===== src/rtl/alarm_hyst_ctrl.sv =====
module alarm_hyst_ctrl #(
  parameter int W = 12
) (
  input  logic                clk,
  input  logic                rst_n,
  input  logic                cfg_we,
  input  logic [5:0]          cfg_word,
  input  logic [3:0][W-1:0]   smp_val,
  input  logic [3:0]          smp_vld,
  input  logic [W-1:0]        itemp_val,
  input  logic                itemp_vld,
  input  logic [3:0][W-1:0]   thr,
  input  logic                clr,
  output logic                alarm_o,
  output logic                alarm_oe,
  output logic [3:0]          flag
);
  localparam int NSRC = 4;

  logic [5:0] cfg;
  always_ff @(posedge clk)
    if (!rst_n)      cfg <= '0;
    else if (cfg_we) cfg <= cfg_word;

  wire od      = cfg[0];
  wire act_low = cfg[1];
  wire cmp     = cfg[4];
  wire int_sel = cfg[5];

  logic [W:0] hyst;
  assign hyst = (W+1)'(8) << cfg[3:2];

  logic [NSRC-1:0][W-1:0] s_eff;
  logic [NSRC-1:0]        v_eff, en, cond, sticky;

  for (genvar g = 0; g < NSRC; g++) begin : g_src
    if (g == 2) begin : g_mux
      assign s_eff[g] = int_sel ? itemp_val : smp_val[g];
      assign v_eff[g] = int_sel ? itemp_vld : smp_vld[g];
      assign en[g]    = 1'b1;
    end else if (g == 3) begin : g_cur2
      assign s_eff[g] = smp_val[g];
      assign v_eff[g] = smp_vld[g];
      assign en[g]    = !int_sel;
    end else begin : g_plain
      assign s_eff[g] = smp_val[g];
      assign v_eff[g] = smp_vld[g];
      assign en[g]    = 1'b1;
    end

    wire above = s_eff[g] > thr[g];
    wire below = ({1'b0, s_eff[g]} + hyst) < {1'b0, thr[g]};

    always_ff @(posedge clk)
      if (!rst_n || !en[g]) cond[g] <= 1'b0;
      else if (v_eff[g]) begin
        if (above)      cond[g] <= 1'b1;
        else if (below) cond[g] <= 1'b0;
      end

    always_ff @(posedge clk)
      if (!rst_n || !en[g] || cmp) sticky[g] <= 1'b0;
      else if (clr)                sticky[g] <= 1'b0;
      else                         sticky[g] <= sticky[g] | cond[g];

    assign flag[g] = en[g] & (cmp ? cond[g] : (sticky[g] | cond[g]));

    assert_set_above_R2: assert property (@(posedge clk) disable iff (!rst_n)
      en[g] && v_eff[g] && above && !cfg_we |=> cond[g]);
    assert_hold_in_band_R3: assert property (@(posedge clk) disable iff (!rst_n)
      en[g] && cond[g] && !cfg_we && !(v_eff[g] && below) |=> cond[g]);
    assert_sticky_R6: assert property (@(posedge clk) disable iff (!rst_n)
      !cmp && flag[g] && !clr && !cfg_we |=> flag[g]);
  end

  wire active = |flag;
  wire level  = active ^ act_low;
  assign alarm_o  = od ? 1'b0 : level;
  assign alarm_oe = od ? !level : 1'b1;

  assert_cur2_off_R10: assert property (@(posedge clk) disable iff (!rst_n)
    $rose(int_sel) |-> !flag[3]);
  assert_cfg_hold_R11: assert property (@(posedge clk) disable iff (!rst_n)
    !cfg_we |=> $stable(cfg));
endmodule


===== config.mk =====
export PLATFORM = sky130hd
export DESIGN_NAME = alarm_hyst_ctrl
export DESIGN_NICKNAME = d
export VERILOG_FILES = /design/src/rtl/alarm_hyst_ctrl.sv
export SDC_FILE = /design/constraint.sdc
export NUM_CORES = 1
export LEC_CHECK = 0
export ABC_AREA = 1
export BUFFER_PORTS_ARGS = -buffer_cell sky130_fd_sc_hd__buf_2
export CELL_PAD_IN_SITES_DETAIL_PLACEMENT = 1
export CELL_PAD_IN_SITES_GLOBAL_PLACEMENT = 1
export CORE_ASPECT_RATIO = 1.75
export CORE_MARGIN = 1.5
export CORE_UTILIZATION = 25
export CTS_CLUSTER_SIZE = 20
export DETAILED_ROUTE_END_ITERATION = 6
export GPL_ROUTABILITY_DRIVEN = 0
export GPL_TIMING_DRIVEN = 1
export PLACE_DENSITY = 0.68
export SETUP_SLACK_MARGIN = 0.5
export SLEW_MARGIN = 0
export SYNTH_ARGS = -nofsm -noshare
export SYNTH_HDL_FRONTEND = slang
export SYNTH_SLANG_ARGS = --single-unit

===== constraint.sdc =====
create_clock -name clk -period 3.49 [get_ports clk]
set_clock_uncertainty 0.1 [all_clocks]
set_input_delay 0.698 -clock clk [delete_from_list [all_inputs] [get_ports clk]]
set_output_delay 0.698 -clock clk [all_outputs]
set_load 0.01 [all_outputs]

# ---- Word level (Yosys, flattened, before mapping)
# Cells that the tools add are included.
dict set report word_totals {
  out_inout_bits 6
  mem_bits_rw 0
  in_bits 123
  rom_bits 0
  latch_bits 0
  memories 0
  regBits 14
  word_cells 61
}
dict set report op_classes {
  bitwise_logic 6
  multipliers 0
  n_eq_ne 0
  n_reduce_logical 17
  div 0
  order_cmp 8
  n_mux 16
  shifts 1
  n_addsub 4
}
# cell n
set ops {}
lappend ops {{12-bit by 13-bit adder with 13-bit output} 4}
lappend ops {{13-bit by 12-bit < comparator with 1-bit output} 4}
lappend ops {{12-bit > comparator} 4}
lappend ops {{1-bit 2-to-1 mux} 15}
lappend ops {{4-bit by 2-bit left shift with 13-bit output (first input constant)} 1}
lappend ops {{12-bit 2-to-1 mux} 1}
lappend ops {{2-bit AND reduction} 4}
lappend ops {{2-bit nonzero test} 4}
lappend ops {{1-bit bitwise OR} 4}
lappend ops {{2-bit OR reduction} 2}
lappend ops {{4-bit OR reduction} 1}
lappend ops {{1-bit logical NOT} 3}
lappend ops {{1-bit logical OR} 3}
lappend ops {{1-bit AND} 1}
lappend ops {{1-bit bitwise XOR} 1}

# ---- Logic depth before layout (Yosys ltp)
# Gate-level depths: netlist of the first run.
dict set report depth {
  word_depth 7
  depth_mapped 24
}

# ---- Worst setup path after synthesis of the first run
# Ideal clock, no wire load.
dict set report synth_timing {
  kind {input to register}
  from {in itemp_val[4]}
  to {reg cond[2]}
  stages 21
  slack_ns 0.695
  setup_time_ns 0.070
  arrival_ns 2.625
  required_ns 3.320
  n_path_buf 0
  path_cell_list {nand2_1 > nand2_1 > xor2_1 > inv_1 > ha_1 > nor2_1 > inv_1 > nand2_1 > o211ai_2 > xnor2_1 > inv_1 > ha_1 > nand2_1 > o21a_1 > nand2_1 > nand2_1 > nand2_1 > nand2_1 > nand3_1 > nand2_1 > a21oi_1}
}
dict set report synth_between {
  elab_chain_cells 5
}
# element line_no
set synth_lines {}
lappend synth_lines {{start, declared} 10} ;# input logic [W-1:0] itemp_val,
lappend synth_lines {{12-bit 2-to-1 mux *} 38} ;# assign s_eff[g] = int_sel ? itemp_val : smp_val[g];
lappend synth_lines {{12-bit by 13-bit adder with 13-bit output} 52} ;# wire below = ({1'b0, s_eff[g]} + hyst) < {1'b0, thr[g]};
lappend synth_lines {{13-bit by 12-bit < comparator with 1-bit output} 52}
lappend synth_lines {{2-bit nonzero test (no source line)} n/a}
lappend synth_lines {{2-bit AND reduction (no source line)} n/a}
lappend synth_lines {{end signal, assigned by index} 55} ;# if (!rst_n || !en[g]) cond[g] <= 1'b0;
lappend synth_lines {{end signal, assigned by index} 57} ;# if (above) cond[g] <= 1'b1;
lappend synth_lines {{end signal, assigned by index} 58} ;# else if (below) cond[g] <= 1'b0;
lappend synth_lines {{end, declared} 34} ;# logic [NSRC-1:0] v_eff, en, cond, sticky;
# Every way passes the cells marked *; elsewhere a longest branch is shown, timed or not.
# A chain may end at the register's enable or synchronous reset.

# ---- Worst setup path after layout of the first run
# Ends and elaborated chain as after synthesis.

==> run metrics, run 1 <==
status complete, no violations; post-route ant nets 0; Avg Inst Size Synth 6.08 sq um; worst vdd ir 0.000112 V; # fillers 2156; clk_lat worst skew 250 ps; first-pass GRT wire length 20800 um; hpwl dp 11900 um; Setup TNS 0 ps; H-tree lvl count 1; core area 16000 sq um; number of synthesized flops with an enable pin 0; First-pass DRT Iterations 4; cell family with most CP delay simple AND/OR/NAND/NOR gates; CTS tree built; GR Util All Layers 0.150; Mapped Cells 674; Final period util 0.783; Synth Flop Type dfxtp_1; crit path DAT 2810 ps; wire per inst 13.0 um; Hold Buf Count CTS 0; Clk pin slew, worst setup/hold paths 50 ps; WP data required 3570 ps; global route overflow 0; sequential area share after synthesis 0.0684; Max Slew Vio Count 0; # DRC 0; post-synth net total 886; DR vias/cell 4.63; worst slew pin tran 397 ps; Clk Tree Root Cell clkbuf_16; Chip Width 99.8 um; input/output buffers 128; worst-case clock buffer depth 2; Slowest cell on crit path ha_1; Yosys warnings 0; Area growth, synth to finish 26.9%; Leakage 0.00317 uW; Cell variety after synth 39; post-synth top area cell ha_1; pin count of the biggest net entering global routing 15; Seq. cell area 289 sq um; power density over cell area 214 nW/um^2; RSZ-0062 raised after global routing true; WS Path Type in2reg; max_cap viols 0; async set-reset flop share out of synthesis 0; Hold/Removal Path Class reg2reg; CP bufs+invs 4; Site Rows 61; full die area 17200 sq um; top-area cell type share of the netlist area 0.272; Crit. End Element flop; ranking of synthesized cells by area ha_1 27%, nand2_1 16%, inv_1 12%; multi-input gate area in the final layout 3330 sq um; total CTS buffers 3; Fin. Hold Viols 0; crit path max fanout 4; layout cells sized above 1 0.241; # setup viols final 0; most common cell after layout, fill and taps aside nand2_1; critical-path cell list buf_2, nand2_1, nand2_2, xor2_1, inv_1, ha_1, nor2_2, inv_1, nand2_1, o211ai_2, xnor2_1, inv_1, ha_1, nand2_1, o21a_1, nand2_1, nand2_1, nand2_1, nand2_1, nand3_1, nand2_1, a21oi_1; post-synthesis register bit count 14; max incr delay on CP 260 ps; antenna violations before repair 1; Rel. slew slack 0.733; # IOs 129; vias in the first global route 4658; diode count 0; Tmin final 2730 ps; mapped cell area 4100 sq um; initial core utilization 0.257; FMAX 366 MHz; Core Util, Final 0.326; Critical Path Start Type primary input; total wire length 13000 um; commonest non-fill, non-tap cells in the layout 173 x nand2_1, 136 x inv_1, 128 x buf_2, 89 x ha_1, 49 x nor2_1; Initial DRC Count 28; DR vias 4632; die height 172 um; most frequent CP cell nand2_1; CTS sink count 14; fin nets 1025
-- state kept, by name, indices dropped and copies added, names as in the netlist --
register  count
cond          4
cfg           6
sticky        4
-- area by class of cell --
cell class,count,area share
flip-flops and latches,14,0.0556
repair buffers,136,0.138
clock buffers,4,0.0171
well taps,189,0.0455
multi-input cells,517,0.639
inverters,141,0.105
-- synthesized netlist by cell type (2+ instances only) --
master     instances
a21oi_1           46
a21oi_2            5
dfxtp_1           14
ha_1              89
inv_1            136
inv_2              2
mux2i_1            2
nand2_1          176
nand2_2            9
nand2_4            6
nand3_1           28
nand3_2            5
nand4_1           16
nor2_1            51
nor2_2             4
nor2_4             2
nor3_1             8
nor3_2             2
nor4_1             2
o2111ai_1          3
o21ai_0           22
o21ai_1            4
o21ai_2            2
or2_2              2
xnor2_1            7
xor2_1            18
-- cells by family (layout without fill, tap and decap cells) --
group | after synthesis | count (layout) | share of synthesized area
AND/OR/NAND/NOR | 315 | 315 | 0.350
buffers and inverters | 143 | 281 | 0.133
adder cells (fa/ha/maj) | 89 | 89 | 0.272
AO/OA/AOI/OAI | 86 | 86 | 0.119
XOR/XNOR | 25 | 25 | 0.0534
flip-flops | 14 | 14 | 0.0684
multiplexers | 2 | 2 | 0.00488
-- path summary, 6_finish.rpt --
check / startpoint / end / slack (ps) / cells after the start
max: itemp_val[4] / cond[2] / 760 / 22
min: sticky[2] / sticky[2] / 360 / 2
max reg2reg: cfg[2] / cond[1] / 760 / 24
min reg2reg: sticky[2] / sticky[2] / 360 / 2
-- through the flow --
step	hold slack, ps	instances	total power [uW]	area (sq um)	worst slack (ps)
CTS	367	994	1120	5070	509
global placement	344	990	847	4970	461
floorplan	337	674	632	4100	695
global route	393	1001	1250	5200	438
finish	360	1001	1120	5200	756
detailed placement	354	990	861	4970	393
-- repair_timing --
item | CTS | global route
cloned | 0 | 0
setup buffers | 0 | 7
resized for setup | 2 | 21
endpoints found under the setup margin | 2 | 4
pin swaps | 0 | 8
-- power by group --
group          switching, uW  leakage, uW  total [uW]  internal [uW]
clock                   73.6    0.0000442         248            174
sequential              12.2     0.000117         183            170
combinational            399      0.00300         685            286
-- worst register-to-register path, cell delays in order (launching register included) --
cell and delay, ps:
dfxtp_4 390, inv_4 60, nor2_4 160, buf_4 140, nand2_4 50, nand2_1 80, inv_1 40, ha_1 180
inv_1 80, nand2_1 70, nand3_2 70, nand3_2 60, nand2_2 80, xor2_1 170, ha_1 250, nand2_1 80
nor2_1 60, nor3_2 100, nand2_1 70, nand2_1 50, nand2_1 60, nand2_1 60, nand2_1 50, nand2_1 70
a21oi_2 50
-- routing by layer --
layer  vias to the layer above  track usage  wire (um)
met1                      2105        0.148       4740
met4                         2       0.0276        155
met2                        67        0.327       7760
met5                         -            0         13
met3                        14       0.0141        386
li1                       2444            -          -
(Power assumes the default switching activity.)
==> run 2: changes to the inputs <==
- PLACE_DENSITY: 0.68 -> 0.71
- clock period: 3.49 -> 2.3 ns (I/O delays scaled with it)
==> run metrics, run 2 (synthesized netlist as in run 1, its figures left out) <==
antenna violations before repair 1 (unchanged); # fillers 2090 (-3.1%); layout cells sized above 1 0.364 (+0.122); multi-input gate area in the final layout 3570 sq um (+7.4%); crit path DAT 2780 ps (-30 ps); Slowest cell on crit path dfxtp_4; Hold Buf Count CTS 0 (unchanged); reg2reg setup slack -400 ps (-1160 ps); design area 6210 sq um (+19%); Leakage 0.00367 uW (+16%); WP data required 2380 ps (-1190 ps); Rel. slew slack 0.795 (+0.0626); Chip Width 99.8 um (unchanged); status finished with violations; DR vias/cell 4.61 (-0.28%); wire per inst 13.0 um (-0.21%); post-route setup slack -400 ps (-1160 ps); die height 172 um (unchanged); RSZ-0062 raised after global routing true; Largest Register cfg; most frequent CP cell nand2_1; FMAX 370 MHz; clk_lat worst skew 240 ps (about the same); Fin. Hold Viols 0 (unchanged); Clk pin slew, worst setup/hold paths 50 ps (about the same); Post-Place Setup Slack -485 ps (-878 ps); most common cell after layout, fill and taps aside nand2_1; critical-path cell list buf_4, nand2_4, xor2_1, inv_1, ha_2, nor2_4, inv_1, nand2_1, o211ai_2, xnor2_1, inv_1, ha_1, nand2_1, o21a_1, nand2_1, nand2_1, nand2_1, nand2_1, nand3_1, nand2_1, a21oi_1; crit path launch cfg[2]; final hold slack 358 ps (-2.82 ps); final total power 1970 uW (+77%); commonest non-fill, non-tap cells in the layout 159 x nand2_1, 128 x inv_1, 127 x buf_2, 102 x buf_4, 81 x ha_1; Hold/Removal Path Class in2reg; hold_sp cfg_word[1]; DR vias 5071 (+9.5%); diode count 0 (unchanged); Final period util 1.17; Area growth, synth to finish 51.4%; First-pass DRT Iterations 4 (unchanged); CTS tree built; Setup TNS -1440 ps (-1440 ps); fin nets 1123 (+9.6%); Max Slew Vio Count 0 (unchanged); crit path max fanout 5 (+1); full die area 17200 sq um (unchanged); H-tree lvl count 1 (unchanged); Critical Path Start Type flop; CTS sink count 14 (unchanged); WS Path Type reg2reg; Tmin final 2700 ps; vias in the first global route 5388 (+16%); hpwl dp 12800 um (+7.5%); first-pass GRT wire length 23300 um (+12%); Placed Area 5750 sq um (+16%); input/output buffers 128 (unchanged); pin count of the biggest net entering global routing 11 (-4); power density over cell area 317 nW/um^2 (+48%); top flop regs cfg x6, cond x4, sticky x4; GR Util All Layers 0.165 (+0.0149); worst vdd ir 0.000198 V (+78%); # IOs 129 (unchanged); core area 16000 sq um (unchanged); # setup viols final 4 (+4); max reg flops 6 (unchanged); worst-case clock buffer depth 2 (unchanged); max incr delay on CP 370 ps (+110 ps); FF-to-FF Start cfg[2]; Crit. End Element flop; violated checks setup timing; Seq. cell area 292 sq um (+0.87%); # DRC 0 (unchanged); worst slew pin tran 305 ps (-92.1 ps); initial core utilization 0.257 (unchanged); Initial DRC Count 74 (+160%); total wire length 14300 um (+9.6%); Site Rows 61 (unchanged); Clk Tree Root Cell clkbuf_16; max_cap viols 0 (unchanged); total CTS buffers 3 (unchanged); post-route ant nets 0 (unchanged); global route overflow 0 (unchanged)
==> run 2: report_power, final <==
group | leakage, uW | switching (uW) | internal (uW)
sequential | 0.000117 | 20.3 | 258
combinational | 0.00351 | 695 | 626
clock | 0.0000442 | 108 | 264
total | 0.00367 | 823 | 1150
==> run 2: final timing paths <==
kind                                  end  depth (start not counted)
worst min-delay path               cfg[1]                          3
worst min register to register  sticky[0]                          2
worst max-delay path              cond[2]                         21
worst max register to register    cond[2]                         21
==> run 2: layer usage <==
metal	GRT usage	routed length (um)	vias to the layer above
met3	0.00889	295	9
li1	-	-	2630
met4	0.0245	147	0
met1	0.159	5040	2367
met2	0.370	8820	65
met5	0	0	-
==> run 2: cell type report <==
| class | instances | share of cell area |
|---|---|---|
| Inverter | 141 | 0.0891 |
| Clock buffer | 4 | 0.0143 |
| Timing Repair Buffer | 234 | 0.236 |
| Sequential cell | 14 | 0.0470 |
| Multi-Input combinational cell | 517 | 0.575 |
| Tap cell | 189 | 0.0381 |
==> run 2: through the flow <==
step / util / std cells
finish: 0.389 / 1099
CTS: 0.378 / 1097
floorplan: - / 674
global route: 0.389 / 1099
global placement: 0.360 / 1083
detailed placement: 0.360 / 1083
==> run 2: repair_timing <==
| item | CTS | global route |
|---|---|---|
| setup endpoints to repair | 7 | 7 |
| setup buffers | 10 | 2 |
| pin swaps | 43 | 37 |
| gates resized for setup | 28 | 34 |
==> run 2: worst max-delay path: cells and delay by family, from the launching register on <==
kind	cells	cell delay, ps
flip-flops	1	370
AO/OA/AOI/OAI	3	390
XOR/XNOR	2	330
buffers and inverters	4	310
AND/OR/NAND/NOR	10	650
adder cells (fa/ha/maj)	2	460
